===== src/rtl/ac_link_pkg.sv =====
package ac_link_pkg;

  localparam int unsigned DEF_TAG_W  = 16;
  localparam int unsigned DEF_SLOT_W = 20;
  localparam int unsigned DEF_NSLOT  = 12;
  localparam int unsigned DEF_SYNC_W = 16;

  // Total serial bits per frame: tag element plus all slot elements.
  function automatic int unsigned frame_bits(input int unsigned tag_w,
                                             input int unsigned slot_w,
                                             input int unsigned nslot);
    return tag_w + slot_w * nslot;
  endfunction

endpackage


===== src/rtl/ac_link_timer.sv =====
module ac_link_timer #(
  parameter int unsigned FRAME_W = 256,
  parameter int unsigned SYNC_W  = 16,
  parameter int unsigned POS_W   = 8
) (
  input  logic clk,
  input  logic rst_n,
  input  logic enable,
  output logic sync_o,
  output logic load_o,
  output logic fin_o,
  output logic arm_o
);

  localparam logic [POS_W-1:0] LAST_POS = POS_W'(FRAME_W - 1);

  logic [POS_W-1:0] pos_q, pos_n;
  logic             sync_q, sync_n;

  always_comb begin
    if (enable) begin
      pos_n = (pos_q == LAST_POS) ? '0 : pos_q + 1'b1;
    end else begin
      pos_n = LAST_POS;
    end
    sync_n = enable && (pos_n < POS_W'(SYNC_W));
  end

  always_ff @(posedge clk or negedge rst_n) begin
    if (!rst_n) begin
      pos_q  <= LAST_POS;
      sync_q <= 1'b0;
    end else begin
      pos_q  <= pos_n;
      sync_q <= sync_n;
    end
  end

  assign sync_o = sync_q;
  assign load_o = enable && (pos_n == '0);
  assign fin_o  = enable && (pos_n == POS_W'(1));
  assign arm_o  = enable && (pos_n == POS_W'(2));

  // sync only rises as the position counter starts a frame
  assert_sync_rise_R1: assert property (@(posedge clk) disable iff (!rst_n)
    $rose(sync_q) |-> (pos_q == '0));

  // while running, sync falls exactly after SYNC_W cycles
  assert_sync_fall_R1: assert property (@(posedge clk) disable iff (!rst_n)
    ($fell(sync_q) && $past(enable)) |-> (pos_q == POS_W'(SYNC_W)));

  // a low enable parks the counter and drops sync on the next edge
  assert_park_R7: assert property (@(posedge clk) disable iff (!rst_n)
    !enable |=> (!sync_q && (pos_q == LAST_POS)));

endmodule


===== src/rtl/ac_link_tx.sv =====
module ac_link_tx #(
  parameter int unsigned TAG_W   = 16,
  parameter int unsigned SLOT_W  = 20,
  parameter int unsigned NSLOT   = 12,
  parameter int unsigned FRAME_W = 256
) (
  input  logic                    clk,
  input  logic                    rst_n,
  input  logic                    enable,
  input  logic                    load,
  input  logic [TAG_W-1:0]        tag_i,
  input  logic [NSLOT*SLOT_W-1:0] slots_i,
  output logic                    sdata_o
);

  localparam int unsigned PAD_W = TAG_W - 1 - NSLOT;

  logic [FRAME_W-1:0] frame_w;
  logic [FRAME_W-1:0] sh_q, sh_n;
  logic               sd_q, sd_n;
  logic               unused_tag_bits;

  // Tag: computed valid-frame flag, slot valid flags, zero padding.
  assign frame_w[FRAME_W-1]            = |tag_i[TAG_W-2 -: NSLOT];
  assign frame_w[FRAME_W-2 -: NSLOT]   = tag_i[TAG_W-2 -: NSLOT];
  assign frame_w[FRAME_W-TAG_W +: PAD_W] = '0;
  assign unused_tag_bits = ^{tag_i[TAG_W-1], tag_i[PAD_W-1:0]};

  generate
    for (genvar j = 0; j < NSLOT; j++) begin : g_slot
      assign frame_w[FRAME_W-TAG_W-1-j*SLOT_W -: SLOT_W] = slots_i[j*SLOT_W +: SLOT_W];
    end
  endgenerate

  always_comb begin
    if (!enable) begin
      sh_n = '0;
      sd_n = 1'b0;
    end else if (load) begin
      sh_n = frame_w;
      sd_n = sh_q[FRAME_W-1];
    end else begin
      sh_n = {sh_q[FRAME_W-2:0], 1'b0};
      sd_n = sh_q[FRAME_W-1];
    end
  end

  always_ff @(posedge clk or negedge rst_n) begin
    if (!rst_n) begin
      sh_q <= '0;
      sd_q <= 1'b0;
    end else begin
      sh_q <= sh_n;
      sd_q <= sd_n;
    end
  end

  assign sdata_o = sd_q;

  // outgoing line goes quiet one edge after disable
  assert_quiet_tx_R7: assert property (@(posedge clk) disable iff (!rst_n)
    !enable |=> !sd_q);

endmodule


===== src/rtl/ac_link_rx.sv =====
module ac_link_rx #(
  parameter int unsigned TAG_W   = 16,
  parameter int unsigned SLOT_W  = 20,
  parameter int unsigned NSLOT   = 12,
  parameter int unsigned FRAME_W = 256
) (
  input  logic                    clk,
  input  logic                    rst_n,
  input  logic                    enable,
  input  logic                    arm,
  input  logic                    fin,
  input  logic                    sdata_i,
  output logic [TAG_W-1:0]        tag_o,
  output logic [NSLOT*SLOT_W-1:0] slots_o,
  output logic                    done_o
);

  logic               samp_q;
  logic [FRAME_W-2:0] sh_q, sh_n;
  logic [FRAME_W-1:0] frame_q, frame_n;
  logic               armed_q, armed_n;
  logic               done_q, done_n;

  // Falling-edge capture of the codec's rising-edge data.
  always_ff @(negedge clk or negedge rst_n) begin
    if (!rst_n) begin
      samp_q <= 1'b0;
    end else begin
      samp_q <= sdata_i;
    end
  end

  always_comb begin
    sh_n    = enable ? {sh_q[FRAME_W-3:0], samp_q} : '0;
    if (!enable) begin
      armed_n = 1'b0;
    end else if (arm) begin
      armed_n = 1'b1;
    end else begin
      armed_n = armed_q;
    end
    done_n  = enable && fin && armed_q;
    frame_n = done_n ? {sh_q, samp_q} : frame_q;
  end

  always_ff @(posedge clk or negedge rst_n) begin
    if (!rst_n) begin
      sh_q    <= '0;
      frame_q <= '0;
      armed_q <= 1'b0;
      done_q  <= 1'b0;
    end else begin
      sh_q    <= sh_n;
      frame_q <= frame_n;
      armed_q <= armed_n;
      done_q  <= done_n;
    end
  end

  assign tag_o  = frame_q[FRAME_W-1 -: TAG_W];
  assign done_o = done_q;

  generate
    for (genvar j = 0; j < NSLOT; j++) begin : g_slot
      assign slots_o[j*SLOT_W +: SLOT_W] = frame_q[FRAME_W-TAG_W-1-j*SLOT_W -: SLOT_W];
    end
  endgenerate

  // the completion strobe never lasts two cycles
  assert_done_pulse_R6: assert property (@(posedge clk) disable iff (!rst_n)
    done_q |=> !done_q);

  // no completion until a frame start has been seen
  assert_unarmed_R9: assert property (@(posedge clk) disable iff (!rst_n)
    !armed_q |=> !done_q);

endmodule


===== src/rtl/ac_link_ctrl.sv =====
module ac_link_ctrl #(
  parameter int unsigned TAG_W  = ac_link_pkg::DEF_TAG_W,
  parameter int unsigned SLOT_W = ac_link_pkg::DEF_SLOT_W,
  parameter int unsigned NSLOT  = ac_link_pkg::DEF_NSLOT,
  parameter int unsigned SYNC_W = ac_link_pkg::DEF_SYNC_W
) (
  input  logic                    bit_clk,
  input  logic                    rst_n,
  input  logic                    enable,
  input  logic [TAG_W-1:0]        tx_tag,
  input  logic [NSLOT*SLOT_W-1:0] tx_slots,
  input  logic                    sdata_in,
  output logic                    sync,
  output logic                    sdata_out,
  output logic [TAG_W-1:0]        rx_tag,
  output logic [NSLOT*SLOT_W-1:0] rx_slots,
  output logic                    rx_done
);

  localparam int unsigned FRAME_W = ac_link_pkg::frame_bits(TAG_W, SLOT_W, NSLOT);
  localparam int unsigned POS_W   = $clog2(FRAME_W);

  logic rst_meta_q, rst_sync_q;
  logic load, fin, arm;

  // Reset asserts at once and is released two edges later.
  always_ff @(posedge bit_clk or negedge rst_n) begin
    if (!rst_n) begin
      rst_meta_q <= 1'b0;
      rst_sync_q <= 1'b0;
    end else begin
      rst_meta_q <= 1'b1;
      rst_sync_q <= rst_meta_q;
    end
  end

  ac_link_timer #(
    .FRAME_W(FRAME_W),
    .SYNC_W (SYNC_W),
    .POS_W  (POS_W)
  ) u_timer (
    .clk   (bit_clk),
    .rst_n (rst_sync_q),
    .enable(enable),
    .sync_o(sync),
    .load_o(load),
    .fin_o (fin),
    .arm_o (arm)
  );

  ac_link_tx #(
    .TAG_W  (TAG_W),
    .SLOT_W (SLOT_W),
    .NSLOT  (NSLOT),
    .FRAME_W(FRAME_W)
  ) u_tx (
    .clk    (bit_clk),
    .rst_n  (rst_sync_q),
    .enable (enable),
    .load   (load),
    .tag_i  (tx_tag),
    .slots_i(tx_slots),
    .sdata_o(sdata_out)
  );

  ac_link_rx #(
    .TAG_W  (TAG_W),
    .SLOT_W (SLOT_W),
    .NSLOT  (NSLOT),
    .FRAME_W(FRAME_W)
  ) u_rx (
    .clk    (bit_clk),
    .rst_n  (rst_sync_q),
    .enable (enable),
    .arm    (arm),
    .fin    (fin),
    .sdata_i(sdata_in),
    .tag_o  (rx_tag),
    .slots_o(rx_slots),
    .done_o (rx_done)
  );

  // completion lands on the second cycle of a sync pulse
  assert_done_in_sync_R6: assert property (@(posedge bit_clk) disable iff (!rst_sync_q)
    rx_done |-> (sync && $past(sync)));

endmodule


===== config.mk =====
export PLATFORM = sky130hd
export DESIGN_NAME = ac_link_ctrl
export DESIGN_NICKNAME = d
export VERILOG_FILES = /design/src/rtl/ac_link_pkg.sv /design/src/rtl/ac_link_timer.sv /design/src/rtl/ac_link_tx.sv /design/src/rtl/ac_link_rx.sv /design/src/rtl/ac_link_ctrl.sv
export SDC_FILE = /design/constraint.sdc
export NUM_CORES = 1
export LEC_CHECK = 0
export BUFFER_PORTS_ARGS = -buffer_cell sky130_fd_sc_hd__buf_2
export CORE_ASPECT_RATIO = 0.9
export CORE_MARGIN = 4
export CORE_UTILIZATION = 40
export CTS_CLUSTER_DIAMETER = 40
export DETAILED_ROUTE_END_ITERATION = 8
export SLEW_MARGIN = 20
export SYNTH_ARGS = -nofsm -noshare
export SYNTH_HDL_FRONTEND = slang
export SYNTH_SLANG_ARGS = --single-unit

===== constraint.sdc =====
create_clock -name bit_clk -period 33.6 [get_ports bit_clk]
set_input_delay 6.72 -clock bit_clk [delete_from_list [all_inputs] [get_ports bit_clk]]
set_output_delay 6.72 -clock bit_clk [all_outputs]
set_load 0.01 [all_outputs]

* Word level (Yosys, flattened, before mapping)
Index checks and enable logic that the tools add are counted.
** Word-level totals
- Logic and storage cells :: 33
- Output and inout bits :: 259
- Input port bits :: 260
- Bits in registers :: 782
** Operators by class
- Eq/ne operators :: 4
- Reduce and logical (&&, ||, !) cells :: 8
- Add/sub/neg operators :: 1
- Muxes and demuxes :: 8
- $lt $le $gt $ge :: 1
** Operators with widths (number)
- 256-bit two-way mux :: 2
- 255-bit two-way mux :: 1
- 8-bit two-way mux :: 2
- 12-bit OR reduction :: 1
- 8-bit by 1-bit adder with 8-bit output, second input constant :: 1
- 8-bit by 1-bit == test with 1-bit output, second input constant :: 1
- 8-bit by 2-bit == test with 1-bit output, second input constant :: 1
- 8-bit == test, second input constant :: 1
- 8-bit logical NOT :: 1
- 8-bit by 5-bit less-than comparator with 1-bit output, second input constant :: 1
- 1-bit logical AND :: 6
- 1-bit two-way mux :: 3
- 2-bit by 1-bit inequality test with 1-bit output, second input constant :: 1

* Logic depth before layout (Yosys ltp)
- Depth in word-level cells :: 7
- Depth in mapped cells :: 11
- Mapped depth without buffers :: 7

* By module
From an unflattened synthesis, not the netlist that was laid out.
** Second synthesis, totals
- Cell total of the unflattened synthesis :: 1972
- Area, all modules :: 29060.4 um^2
** By module, submodules not included
- ac_link_rx :: seq. area each 12862.3 um^2, area each 17601.9 um^2, times used 1, cells an instance 1084
- ac_link_tx :: seq. area each 6431.2 um^2, area each 10851.7 um^2, times used 1, cells an instance 828
- ac_link_timer :: seq. area each 235.2 um^2, area each 553.0 um^2, times used 1, cells an instance 57
- ac_link_ctrl :: seq. area each 50.0 um^2, area each 53.8 um^2, times used 1, cells an instance 3

==> run_results.csv <==
group,metric,value,unit
worst_setup_path,crit_path_end_kind,"flip-flop",
drt,ant_nets,0,
logic_synthesis,syn_avg_cell_area,13.2,µm²
logic_synthesis,synthCells,2364,
placement,gp_congestion,0.825,
global_route,overflow,0,
worst_setup_path,crit_family,"buffers and inverters",
cts,cts_tree,"yes",
cts,cts.clk_slew.worst_paths,40,ps
worst_setup_path,crit_type,"in2reg",
cts,clk_latency,650,ps
placement,hpwlAfterDp,46900,µm
placement,port-buffer-count,514,
power,swShare,27.0,%
drt,drc,0,
floorplan,coreArea,76800,µm²
worst_setup_path,start_kind,"primary input",
floorplan,die_x,302,µm
cts,cts_root_buf,"clkbuf_16",
cts,post_cts_buffers,0,
logic_synthesis,yosys.cell_types.count,38,
power,p_sw,0.000610,W
drt,drt_iter0_markers,1681,
timing,hold_violations,0,
floorplan,die_area,82600,µm²
global_route,grt_usage,18.3,%
logic_synthesis,synth_edf_count,0,
logic_synthesis,synth_common_cells,"dfrtp_1 (773), and2_1 (258), nand4_1 (256)",
cts,hold_buffers,0,
drt,totalWireLength,78400,µm
worst_setup_path,max_stage_delay,100,ps
worst_setup_path,arrival,6820,ps
power,finalPower,0.00226,W
floorplan,die_h,273,µm
worst_setup_path,worstPathRequired,17270,ps
global_route,first_global_vias,21500,
logic_synthesis,yosys-top-cells-area,"dfrtp_1 (62%), mux2_4 (11%), o31ai_1 (6.1%)",
power,powerDensity,59.5,nW/µm²
timing,maxSlewHeadroom,28.3,%
cells_and_area,multiInputGateArea,10400,µm²
power,seqPwrFrac,42.2,%
cts,cts_buffer_depth,3,
cts,cts-buffers-inserted,106,
global_route,antenna_found_initial,39,
global_route,grt_pass1_wl,123000,µm
worst_setup_path,path_cells,"buf_2",
drt,viasPerCell,5.35,
timing,grt_setup_unrepaired,"false",
floorplan,ioPinCount,519,
power,peakVddDrop,42.6,µV
timing,worstMarginPinSlew,1080,ps
logic_synthesis,yosysSeqAreaShare,62.7,%
logic_synthesis,synth_top_area_share,62.0,%
cells_and_area,fill_cells,6723,
worst_setup_path,path_buf_inv,1,
timing,setup_viol,0,
flow_run,cap_viol_max_count,0,
power,p_int,0.00165,W
min_path,holdCritPathClass,"reg2reg",
timing,tns,0,ps
cells_and_area,seq_area,19600,µm²
timing,maxSlewViolCount,0,
floorplan,start_util,40.7,%
cells_and_area,area_delta_synth_final,21.5,%
logic_synthesis,synth_area,31200,µm²
logic_synthesis,yosysWarnings,0,
logic_synthesis,synthFlopType,"dfrtp_1",
logic_synthesis,syn_nets,2625,
cells_and_area,drive_gt1_share,35.3,%
cts,cts.htree.levels,3,
cells_and_area,nNetsFinal,3019,
logic_synthesis,synthArstFlopShare,100,%
drt,drtPass1Iterations,5,
outcome,status,"completed",
drt,drt-wirelength-per-cell,20.1,µm
logic_synthesis,yosys.cell_count.top_type,"dfrtp_1",
global_route,grt_max_degree,194,
logic_synthesis,ys_ff_latch,782,
cts,numClockSinks,782,
power,p_comb_share,8.5,%
floorplan,fp-row-count,96,
cts,cts_resized,0,
worst_setup_path,worstPathMaxFanout,1,
logic_synthesis,yosysTopAreaCell,"dfrtp_1",
drt,num_vias,20900,
power,leakage,19.0,nW
power,pwr-share-clk,49.2,%
timing,skew,34.4,ps
worst_setup_path,slowest_stage,"buf_2",
-- power by group through the flow --
stage                     Sequential [W]  Combinational, W  Clock (W)
after floorplan                 0.000980          0.000122          0
after global placement          0.000968          0.000181          0
after detailed placement        0.000969          0.000184          0
after CTS                       0.000952          0.000185    0.00114
after global routing            0.000952          0.000208    0.00118
final                           0.000952          0.000193    0.00111
-- kinds of logic after synthesis --
family          after synthesis  share of synthesized area [%]
flops                       782                           62.7
simple gates                543                           10.8
compound gates              516                           10.4
buf+inv                     262                           3.90
mux                         257                           12.0
xor+xnor                      2                         0.0561
fa+ha+maj                     1                         0.0401
other cells                   1                         0.0120
-- flip-flops by register name, indices dropped and copies added (netlist names), 8 cells and up --
signal         flops
u_rx.frame_q     256
u_tx.sh_q        256
u_rx.sh_q        255
u_timer.pos_q      8
-- stage by stage --
| stage | cell area (µm²) | utilization [%] | cells | hold slack, ps | worst slack [ps] |
|---|---|---|---|---|---|
| after floorplan | 31200 | - | 2364 | 331 | 4450 |
| after global placement | 34200 | 44.5 | 3676 | 337 | 9820 |
| after detailed placement | 34200 | 44.5 | 3676 | 347 | 9830 |
| after CTS | 37700 | 49.2 | 3873 | 358 | 10500 |
| after global routing | 37900 | 49.4 | 3893 | 362 | 10490 |
| final | 37900 | 49.4 | 3902 | 354 | 10450 |
-- metal layers --
layer / up-vias / GRT usage [%] / routed length, µm
met5: - / 0 / 146
met4: 26 / 7.77 / 2820
met3: 180 / 4.38 / 4350
met2: 550 / 29.2 / 37500
met1: 10700 / 24.0 / 33600
li1: 9440 / - / -
-- final cells by class --
type	instances	share of cell area, %
antenna	26	0.172
clock buffer	123	7.40
clock inverter	74	2.08
inverter	5	0.0759
multi-input combinational	1320	27.5
sequential	782	51.7
tap	1029	3.40
timing repair buffer	543	7.69
-- layout by cell type (no fill, tap or decap), types with 5 or more instances in the layout --
| cell type | netlist | layout |
|---|---|---|
| dfrtp_1 | 773 | 772 |
| buf_2 | 30 | 513 |
| and2_1 | 258 | 257 |
| nand4_1 | 256 | 256 |
| a21oi_1 | 254 | 254 |
| o31ai_1 | 253 | 253 |
| mux2_4 | 229 | 229 |
| clkbuf_16 | 0 | 106 |
| mux2_2 | 28 | 28 |
| diode_2 | 0 | 26 |
| clkinvlp_4 | 0 | 21 |
| buf_4 | 0 | 20 |
| clkinv_2 | 0 | 18 |
| inv_6 | 0 | 11 |
| clkinv_4 | 0 | 11 |
| clkbuf_8 | 0 | 9 |
| bufinv_16 | 0 | 8 |
| clkbuf_1 | 189 | 8 |
| dfstp_2 | 8 | 8 |
| nand3_1 | 6 | 6 |
| and3_1 | 5 | 5 |
-- final timing paths --
check	startpoint	end	slack [ps]	depth (start not counted)
max in group asynchronous	rst_sync_q$_DFF_PN0_	u_rx.samp_q$_DFF_NN0_	15950	0
max	sdata_in	u_rx.samp_q$_DFF_NN0_	10450	1
min in group asynchronous	rst_sync_q$_DFF_PN0_	u_rx.sh_q[32]$_DFF_PN0_	400	0
min reg2reg	rst_meta_q$_DFF_PN0_	rst_sync_q$_DFF_PN0_	350	0
min	rst_meta_q$_DFF_PN0_	rst_sync_q$_DFF_PN0_	350	0
max reg2reg	rst_sync_q$_DFF_PN0_	u_rx.samp_q$_DFF_NN0_	15950	0
No activity file was read; power rests on OpenSTA's default activity.
